==> src/rtl/sdram_trk_pkg.sv <==
`timescale 1ns/1ps
package sdram_trk_pkg;
   typedef enum logic [3:0] {
      CMD_NOP  = 4'd0,
      CMD_ACT  = 4'd1,
      CMD_RD   = 4'd2,
      CMD_WR   = 4'd3,
      CMD_BST  = 4'd4,
      CMD_PRE  = 4'd5,
      CMD_AREF = 4'd6,
      CMD_SREF = 4'd7,
      CMD_LMR  = 4'd8
   } trk_cmd_e;

   localparam int AP_BIT = 10;
   localparam int OP_W   = 12;
endpackage

==> src/rtl/sdram_trk_decode.sv <==
`timescale 1ns/1ps
module sdram_trk_decode
   import sdram_trk_pkg::*;
(
   input  logic     cke,
   input  logic     cs_n,
   input  logic     ras_n,
   input  logic     cas_n,
   input  logic     we_n,
   output trk_cmd_e cmd
);
   always_comb begin
      case ({cs_n, ras_n, cas_n, we_n})
         4'b0011: cmd = CMD_ACT;
         4'b0101: cmd = CMD_RD;
         4'b0100: cmd = CMD_WR;
         4'b0110: cmd = CMD_BST;
         4'b0010: cmd = CMD_PRE;
         4'b0001: cmd = cke ? CMD_AREF : CMD_SREF;
         4'b0000: cmd = CMD_LMR;
         default: cmd = CMD_NOP;
      endcase
   end
endmodule

==> src/rtl/sdram_trk_bank.sv <==
`timescale 1ns/1ps
module sdram_trk_bank #(
   parameter int ROW_W     = 13,
   parameter int BURST_LEN = 4
) (
   input  logic             clk,
   input  logic             rst_n,
   input  logic             clear_all,
   input  logic             act_hit,
   input  logic             close_req,
   input  logic             ap_start,
   input  logic             ap_cancel,
   input  logic             bst,
   input  logic [ROW_W-1:0] row_in,
   output logic             open_o,
   output logic [ROW_W-1:0] row_o
);
   localparam int CNT_W = $clog2(BURST_LEN + 1);
   localparam logic [CNT_W-1:0] CNT_LOAD = CNT_W'(BURST_LEN);
   localparam logic [CNT_W-1:0] CNT_ONE  = CNT_W'(1);

   logic [CNT_W-1:0] ap_cnt;

   always_ff @(posedge clk) begin
      if (!rst_n) begin
         open_o <= 1'b0;
         row_o  <= '0;
         ap_cnt <= '0;
      end else if (clear_all) begin
         open_o <= 1'b0;
         ap_cnt <= '0;
      end else if (act_hit) begin
         open_o <= 1'b1;
         row_o  <= row_in;
         ap_cnt <= '0;
      end else if (close_req) begin
         open_o <= 1'b0;
         ap_cnt <= '0;
      end else if (ap_start) begin
         ap_cnt <= CNT_LOAD;
      end else if (ap_cancel) begin
         ap_cnt <= '0;
      end else if (ap_cnt != '0) begin
         if (bst || ap_cnt == CNT_ONE) begin
            open_o <= 1'b0;
            ap_cnt <= '0;
         end else begin
            ap_cnt <= ap_cnt - CNT_ONE;
         end
      end
   end
endmodule

==> src/rtl/sdram_trk_mask.sv <==
`timescale 1ns/1ps
module sdram_trk_mask #(
   parameter int LAT = 2
) (
   input  logic clk,
   input  logic rst_n,
   input  logic dqm,
   output logic wr_mask,
   output logic rd_mask
);
   assign wr_mask = dqm & rst_n;

   generate
      if (LAT == 0) begin : g_direct
         assign rd_mask = dqm & rst_n;
      end else begin : g_pipe
         logic [LAT-1:0] stage;
         always_ff @(posedge clk) begin
            if (!rst_n) begin
               stage <= '0;
            end else begin
               stage[0] <= dqm;
               for (int i = 1; i < LAT; i++) stage[i] <= stage[i-1];
            end
         end
         assign rd_mask = stage[LAT-1];
      end
   endgenerate
endmodule

==> src/rtl/sdram_cmd_tracker.sv <==
`timescale 1ns/1ps
module sdram_cmd_tracker
   import sdram_trk_pkg::*;
#(
   parameter int ROW_W     = 13,
   parameter int BANK_W    = 2,
   parameter int BURST_LEN = 4,
   localparam int NUM_BANKS = 1 << BANK_W
) (
   input  logic                       clk,
   input  logic                       rst_n,
   input  logic                       cke,
   input  logic                       cs_n,
   input  logic                       ras_n,
   input  logic                       cas_n,
   input  logic                       we_n,
   input  logic [BANK_W-1:0]          ba,
   input  logic [ROW_W-1:0]           addr,
   input  logic                       dqm,
   output logic                       cmd_valid,
   output logic [3:0]                 cmd_code,
   output logic                       cmd_err,
   output logic [NUM_BANKS-1:0]       bank_open,
   output logic [NUM_BANKS*ROW_W-1:0] bank_row,
   output logic [OP_W-1:0]            mode_op,
   output logic                       self_ref,
   output logic                       wr_mask,
   output logic                       rd_mask
);
   localparam int RD_MASK_LAT = 2;

   if (ROW_W != 12 && ROW_W != 13) begin : g_bad_row
      $error("sdram_cmd_tracker: ROW_W must be 12 or 13");
   end
   if (BURST_LEN < 1) begin : g_bad_burst
      $error("sdram_cmd_tracker: BURST_LEN must be at least 1");
   end
   if (BANK_W < 1) begin : g_bad_bank
      $error("sdram_cmd_tracker: BANK_W must be at least 1");
   end

   trk_cmd_e cmd;
   logic     live, cmd_on, sr_exit, sr_enter, clear_all;
   logic     any_open, tgt_open, a12_hi, err_d;
   logic     is_rw;

   sdram_trk_decode i_decode (
      .cke   (cke),
      .cs_n  (cs_n),
      .ras_n (ras_n),
      .cas_n (cas_n),
      .we_n  (we_n),
      .cmd   (cmd)
   );

   generate
      if (ROW_W > OP_W) begin : g_a12
         assign a12_hi = addr[OP_W];
      end else begin : g_no_a12
         assign a12_hi = 1'b0;
      end
   endgenerate

   assign live      = !self_ref;
   assign cmd_on    = live && (cmd != CMD_NOP);
   assign sr_exit   = self_ref && cke;
   assign sr_enter  = live && (cmd == CMD_SREF);
   assign clear_all = sr_exit || sr_enter;
   assign any_open  = |bank_open;
   assign tgt_open  = bank_open[ba];
   assign is_rw     = (cmd == CMD_RD) || (cmd == CMD_WR);

   always_comb begin
      case (cmd)
         CMD_ACT:            err_d = tgt_open;
         CMD_RD, CMD_WR:     err_d = !tgt_open;
         CMD_AREF, CMD_SREF: err_d = any_open;
         CMD_LMR:            err_d = any_open || a12_hi;
         default:            err_d = 1'b0;
      endcase
   end

   always_ff @(posedge clk) begin
      if (!rst_n) begin
         cmd_valid <= 1'b0;
         cmd_code  <= CMD_NOP;
         cmd_err   <= 1'b0;
         mode_op   <= '0;
         self_ref  <= 1'b0;
      end else begin
         cmd_valid <= cmd_on;
         cmd_code  <= cmd_on ? cmd : CMD_NOP;
         cmd_err   <= cmd_on && err_d;
         if (cmd_on && cmd == CMD_LMR) mode_op <= addr[OP_W-1:0];
         if (sr_exit)       self_ref <= 1'b0;
         else if (sr_enter) self_ref <= 1'b1;
      end
   end

   for (genvar b = 0; b < NUM_BANKS; b++) begin : g_bank
      logic sel;
      assign sel = (ba == BANK_W'(b));

      sdram_trk_bank #(
         .ROW_W     (ROW_W),
         .BURST_LEN (BURST_LEN)
      ) i_bank (
         .clk       (clk),
         .rst_n     (rst_n),
         .clear_all (clear_all),
         .act_hit   (live && cmd == CMD_ACT && sel && !bank_open[b]),
         .close_req (live && cmd == CMD_PRE && (addr[AP_BIT] || sel)),
         .ap_start  (live && is_rw && sel && bank_open[b] && addr[AP_BIT]),
         .ap_cancel (live && is_rw && sel && !addr[AP_BIT]),
         .bst       (live && cmd == CMD_BST),
         .row_in    (addr),
         .open_o    (bank_open[b]),
         .row_o     (bank_row[b*ROW_W +: ROW_W])
      );
   end

   sdram_trk_mask #(.LAT(RD_MASK_LAT)) i_mask (
      .clk     (clk),
      .rst_n   (rst_n),
      .dqm     (dqm),
      .wr_mask (wr_mask),
      .rd_mask (rd_mask)
   );
endmodule

==> config.mk <==
export PLATFORM = sky130hd
export DESIGN_NAME = sdram_cmd_tracker
export DESIGN_NICKNAME = d
export VERILOG_FILES = /design/src/rtl/sdram_trk_pkg.sv /design/src/rtl/sdram_trk_decode.sv /design/src/rtl/sdram_trk_bank.sv /design/src/rtl/sdram_trk_mask.sv /design/src/rtl/sdram_cmd_tracker.sv
export SDC_FILE = /design/constraint.sdc
export NUM_CORES = 1
export LEC_CHECK = 0
export ABC_CLOCK_PERIOD_IN_PS = 2150
export BUFFER_PORTS_ARGS = -buffer_cell sky130_fd_sc_hd__buf_2
export CAP_MARGIN = 20
export CORE_MARGIN = 4
export CORE_UTILIZATION = 40
export CTS_BUF_LIST = sky130_fd_sc_hd__clkbuf_2
export CTS_CLUSTER_DIAMETER = 60
export CTS_CLUSTER_SIZE = 40
export DETAILED_ROUTE_END_ITERATION = 12
export GPL_TIMING_DRIVEN = 0
export PLACE_DENSITY = 0.68
export SETUP_SLACK_MARGIN = 0.05
export SYNTH_ARGS = -nofsm -noshare
export SYNTH_HDL_FRONTEND = slang
export SYNTH_SLANG_ARGS = --single-unit
==> constraint.sdc <==
create_clock -name clk -period 2.15 [get_ports clk]
set_clock_uncertainty 0.15 [all_clocks]
set_input_delay 0.43 -clock clk [delete_from_list [all_inputs] [get_ports clk]]
set_output_delay 0.43 -clock clk [all_outputs]
set_load 0.05 [all_outputs]
# == After elaboration in Yosys (flattened, before gate mapping) ==
# Cells that the tools add are included.
# op_classes
reduce_logical,96
magnitude_cmp,1
eq_ne,29
add_sub_neg,4
bitwise,3
mux,45
# op_table
operator,n
$mux 3,16
$reduce_bool 3->1,16
$logic_and 1x1->1,37
$eq 4x3->1 const B,7
$pmux 4 s7,1
$mux 1,26
$ne 3x1->1 const B,8
$reduce_or 6->1,4
$reduce_or 4->1,5
$eq 4x2->1 const B,4
$reduce_and 4->1,4
$eq 3x1->1 const B,4
$sub 3x1->3 const B,4
$logic_or 1x1->1,11
$reduce_and 2->1,5
$eq 4x1->1 const B,2
$reduce_or 2->1,4
$logic_not 1->1,7
$eq 2x2->1 const B,2
$eq 4x4->1 const B,1
$logic_not 4->1,1
$pmux 1 s4,1
$reduce_bool 4->1,1
$lt 2x3->1 const B,1
5 further kinds,6
# word_totals
reg_bits,89
in_bits,23
wordCells,200

# == Logic depth before layout (Yosys ltp) ==
# logic_depth
ltp_word,11
mapped_depth,7
depth_no_buf,6

# == Cells and area by module ==
# Synthesis repeated with hierarchy kept, for this count alone.
# unflattened
cells_unflattened,491
area_unflattened_um2,4150.2
# modules_own_cells
mod,seq_area_each_um2,cells_each,instances,area_per_inst_um2
sdram_trk_bank,340.3,89,4,745.7
sdram_cmd_tracker,380.4,119,1,1049.8
sdram_trk_decode,0.0,11,1,58.8
sdram_trk_mask,40.0,5,1,58.8

# == Worst setup path before layout ==
# OpenSTA, ideal clock, no wires.
# synth_path
path_kind,input to register
start,input cs_n
end,register g_bank[3].i_bank.row_o[10]
arrival_ns,1.896
t_required_ns,1.872
slack_ns,-0.023
path_stages,7
n_path_buf,3
cell_sequence,buf_6 or3b_1 buf_2 nor4_4 buf_6 mux2i_1 nor2_1
# synth_via
elab_chain_cells,7
# synth_rtl
element,line,source
"start, declared",sdram_cmd_tracker.sv:13,"input logic cs_n,"
$eq 4x1->1 (tied with other cells),sdram_trk_decode.sv:13,"case ({cs_n, ras_n, cas_n, we_n})"
$pmux 4 s7 (*),sdram_trk_decode.sv:13,
$eq 4x1->1 or $eq 4x3->1 (tied branches),"sdram_cmd_tracker.sv:111, sdram_cmd_tracker.sv:67",
"$logic_and 1x1->1, on equally long branches","sdram_cmd_tracker.sv:111, sdram_cmd_tracker.sv:67",
$logic_and 1x1->1 or $logic_or 1x1->1 (tied branches),"sdram_cmd_tracker.sv:111, sdram_cmd_tracker.sv:68",
$logic_and 1x1->1 or $not 1->1 (tied branches),--,
$reduce_and 2->1 (no source line) (*),--,
"end signal, assigned",sdram_trk_bank.sv:34,row_o <= row_in;
"end, declared",sdram_trk_bank.sv:16,output logic [ROW_W-1:0] row_o
# Mark *: on every way between the ends. The rest lies on a longest branch, timed or not.
# A chain may end at the register's enable or synchronous reset.

# == Final worst setup path ==
# layout_path
start,input rst_n
end,output wr_mask
# layout_via
elab_chain_cells,1
# layout_rtl
element,line,source
"start, declared",sdram_cmd_tracker.sv:11,"input logic rst_n,"
$and 1x1->1,sdram_trk_mask.sv:11,assign wr_mask = dqm & rst_n;
"end, declared",sdram_cmd_tracker.sv:27,"output logic wr_mask,"
# Every way passes these cells.

==> reports/metrics.json <==
{
  "run_status": {
    "status": "finished clean"
  },
  "setup_path": {
    "crit_path_start_kind": "input pin",
    "crit_chain": "dlygate4sd3_1, buf_2, and2_1, clkbuf_4",
    "arrival_ns": 1.47,
    "timing.reg2reg.setup_slack_ns": 0.15,
    "critical_path.reg2reg.startpoint": "g_bank[2].i_bank.ap_cnt[0]$_SDFFE_PP0P_",
    "timing.critical_path.to_type": "primary output",
    "cp_data_required_time_ns": 1.57,
    "critPathBufInv": 3,
    "path_max_fanout": 6,
    "maximum_cell_stage_delay_along_the_critical_path_ns": 0.53,
    "reg2regPathDepth": 6,
    "cp_top_family": "buffers and inverters",
    "crit_type": "input pin to primary output",
    "reg2reg_to": "g_bank[2].i_bank.ap_cnt[2]$_SDFFE_PP0P_",
    "critPathSlowestCell": "sky130_fd_sc_hd__dlygate4sd3_1"
  },
  "placement": {
    "finalWeightedCongestion": 0.912,
    "post-dp-hpwl_um": 8640,
    "placed_cells_incl_taps": 715,
    "port_buffers": 98
  },
  "detailed_routing": {
    "drt_iter0_drc": 198,
    "route.final.wire_length_um": 11700,
    "post_drt_via_cell_ratio": 5.22,
    "detail-route-antenna-nets": 0,
    "drt_drc_violations_left": 0,
    "detail_route.wl_per_cell_um": 15.6,
    "firstDrtPassIters": 5,
    "vias": 3898
  },
  "timing": {
    "report.final.hold_viol_count": 0,
    "final.min_clock_period_ns": 2.05,
    "max_freq_mhz": 488,
    "worst-slew-pin-transition_ns": 0.635,
    "rsz0062_at_grt": "yes",
    "hold_slack_ns": 0.0952,
    "max-slew-margin-rel_pct": 57.5,
    "timing.final.max_slew_violations": 0,
    "setup_violations": 0,
    "final.period_utilization_pct": 95.4
  },
  "hold_path": {
    "number_of_instances_on_the_worst_hold_path": 3,
    "min-delay-path-class": "input pin to flop",
    "min_delay_worst_endpoint": "cmd_code[3]$_SDFF_PN0_",
    "worst_hold_startpoint": "cs_n"
  },
  "global_route": {
    "globalRoute.totalOverflow": 0,
    "antenna_found_initial": 0,
    "globalRouteTotalUtil_pct": 20.2,
    "via_count_of_the_first_global_routing_pass": 3895,
    "maximum_number_of_pins_on_one_net_before_global_route_repair": 17,
    "grt_pass1_wl_um": 18800
  },
  "logic_synthesis": {
    "ys_top_cells_by_count": "sky130_fd_sc_hd__nand2_1 (99), sky130_fd_sc_hd__dfxtp_1 (89), sky130_fd_sc_hd__a21oi_1 (58)",
    "yosysMostFrequentCell": "sky130_fd_sc_hd__nand2_1",
    "post_synth_instance_area_um2": 4000,
    "yosysTopAreaCell": "sky130_fd_sc_hd__dfxtp_1",
    "yosys_warnings": 0,
    "synth_top_cell_area_share_pct": 44.6,
    "ys_ff_latch": 89,
    "post_synth_num_cell_types": 51,
    "yosys-top-cells-area": "sky130_fd_sc_hd__dfxtp_1 (45%), sky130_fd_sc_hd__nand2_1 (9.3%), sky130_fd_sc_hd__a21oi_1 (7.3%)",
    "synth-edff-count": 0,
    "number_of_nets_in_the_synthesized_netlist": 519,
    "synth_top_flop_cell": "sky130_fd_sc_hd__dfxtp_1",
    "ys_seq_area_share_pct": 44.6,
    "synth_async_sr_flop_share_pct": 0,
    "synth_area_per_cell_um2": 8.26,
    "post_synth_inst_count": 484
  },
  "cts": {
    "clkSinkCount": 89,
    "cts_inserted_buffers": 9,
    "cts_max_path_buffers": 2,
    "insertion_delay_ns": 0.53,
    "clk_pin_slew_worst_paths_ns": 0.24,
    "clock_tree.root_cell": "sky130_fd_sc_hd__clkbuf_2",
    "cts.htree.levels": 3,
    "tritoncts": "yes"
  },
  "floorplan": {
    "placeable_core_region_um2": 9730,
    "ioPinCount": 100,
    "total_die_area_um2": 11700,
    "core.rowCount": 36,
    "floorplan.initialDensity_pct": 41.1,
    "die_extent_in_x_um": 108,
    "dieHeight_um": 108
  },
  "layout": {
    "layout-drive-gt1-share_pct": 25.2,
    "syn2layout_area_growth_pct": 25.1,
    "final_antenna_diode_count": 0,
    "count_of_nets_after_finishing": 644,
    "fillCellCount": 980,
    "finish.cell_count_without_fillers": 747
  },
  "job": {
    "timing.max_cap.violations": 0
  },
  "power_and_ir_drop": {
    "total_power_divided_by_cell_area_nw_per_um2": 789,
    "ir_drop_mv": 0.424,
    "power_leakage_nw": 2.09
  }
}
sequential cells by signal, summed over array words and instances, names as in the netlist:
signal	count
cmd_code	4
cmd_err	1
cmd_valid	1
g_bank.i_bank.ap_cnt	12
g_bank.i_bank.open_o	4
g_bank.i_bank.row_o	52
i_mask.g_pipe.stage	2
mode_op	12
self_ref	1
placed cells by master (no fill, tap or decap), types with 14 or more instances in the layout:
| master | Yosys | final |
|---|---|---|
| sky130_fd_sc_hd__nand2_1 | 99 | 99 |
| sky130_fd_sc_hd__mux2i_1 | 17 | 17 |
| sky130_fd_sc_hd__dfxtp_1 | 89 | 84 |
| sky130_fd_sc_hd__nor2_1 | 34 | 34 |
| sky130_fd_sc_hd__clkbuf_1 | 19 | 14 |
| sky130_fd_sc_hd__buf_2 | 8 | 103 |
| sky130_fd_sc_hd__dlygate4sd3_1 | 0 | 16 |
| sky130_fd_sc_hd__inv_1 | 22 | 22 |
| sky130_fd_sc_hd__a21oi_1 | 58 | 58 |
| sky130_fd_sc_hd__nand3_1 | 18 | 18 |
cell families (layout without fill, tap and decap cells):
kind of cell | Yosys count | in the layout | share of synthesized area, %
flip-flops | 89 | 89 | 44.6
AND/OR/NAND/NOR | 208 | 208 | 25.2
buffers and inverters | 56 | 186 | 6.26
multiplexers | 20 | 20 | 5.38
AO/OA/AOI/OAI | 99 | 99 | 14.8
adder cells (fa/ha/maj) | 12 | 12 | 3.76
per-layer routing:
layer / track usage (%) / up-vias / part of all wire, %
li1: - / 1904 / -
met1: 24.3 / 1839 / 41
met2: 35.2 / 138 / 50
met3: 5.31 / 17 / 7.7
met4: 6.31 / 0 / 1.4
met5: 0 / - / 0
through the flow:
step	util [%]	instance area, um^2	setup WS (ns)	TNS (ns)	power [mW]
after floorplan	-	4010	0.0780	0	2.76
after global placement	48.0	4670	-0.266	-6.98	2.96
after detailed placement	48.0	4670	-0.233	-7.69	3.05
after CTS	51.0	4960	0.0501	0	3.95
after global routing	51.4	5000	0.0150	0	4.22
final	51.4	5000	0.0990	0	3.94
what timing repair did:
item / 4_1_cts / 5_1_grt
gates resized for setup: 5 / 14
setup buffers: 1 / 0
pin swaps: 1 / 3
hold endpoints to repair: 36 / 1
hold buffers: 15 / 1
setup endpoints to repair: 30 / 24
tightest hold or removal path, cell delays in order:
cell and delay (ns):
sky130_fd_sc_hd__buf_6 0.12, sky130_fd_sc_hd__or2_2 0.16, sky130_fd_sc_hd__nor4_1 0.05
worst max path at each step:
stage	from	endpoint	slack, ns	cells after the start
3_3_place_gp	cas_n	g_bank[1].i_bank.ap_cnt[2]$_SDFFE_PP0P_	-0.27	6
6_report	rst_n	wr_mask	0.1	4
2_1_floorplan	cs_n	g_bank[1].i_bank.row_o[10]$_SDFFE_PN0P_	0.08	7
4_1_cts	self_ref$_SDFFE_PP0P_	g_bank[2].i_bank.open_o$_SDFFE_PP0P_	0.05	6
5_1_grt	g_bank[1].i_bank.ap_cnt[0]$_SDFFE_PP0P_	g_bank[1].i_bank.ap_cnt[2]$_SDFFE_PP0P_	0.02	6
3_5_place_dp	cas_n	g_bank[1].i_bank.ap_cnt[2]$_SDFFE_PP0P_	-0.23	6
where the power goes:
part | total, mW | switching, mW | internal [mW]
clock | 0.879 | 0.602 | 0.277
sequential | 1.84 | 0.0673 | 1.77
combinational | 1.23 | 0.698 | 0.531
final cells by class:
cell class / count / area [um^2] / share of cell area (%)
Sequential cell: 89 / 1790 / 35.8
Clock inverter: 7 / 77.6 / 1.55
Inverter: 22 / 82.6 / 1.65
Tap cell: 133 / 166 / 3.33
Multi-Input combinational cell: 339 / 2000 / 39.9
Buffer: 33 / 184 / 3.68
Clock buffer: 9 / 45.0 / 0.901
Timing Repair Buffer: 115 / 661 / 13.2
(Power assumes the default switching activity.)
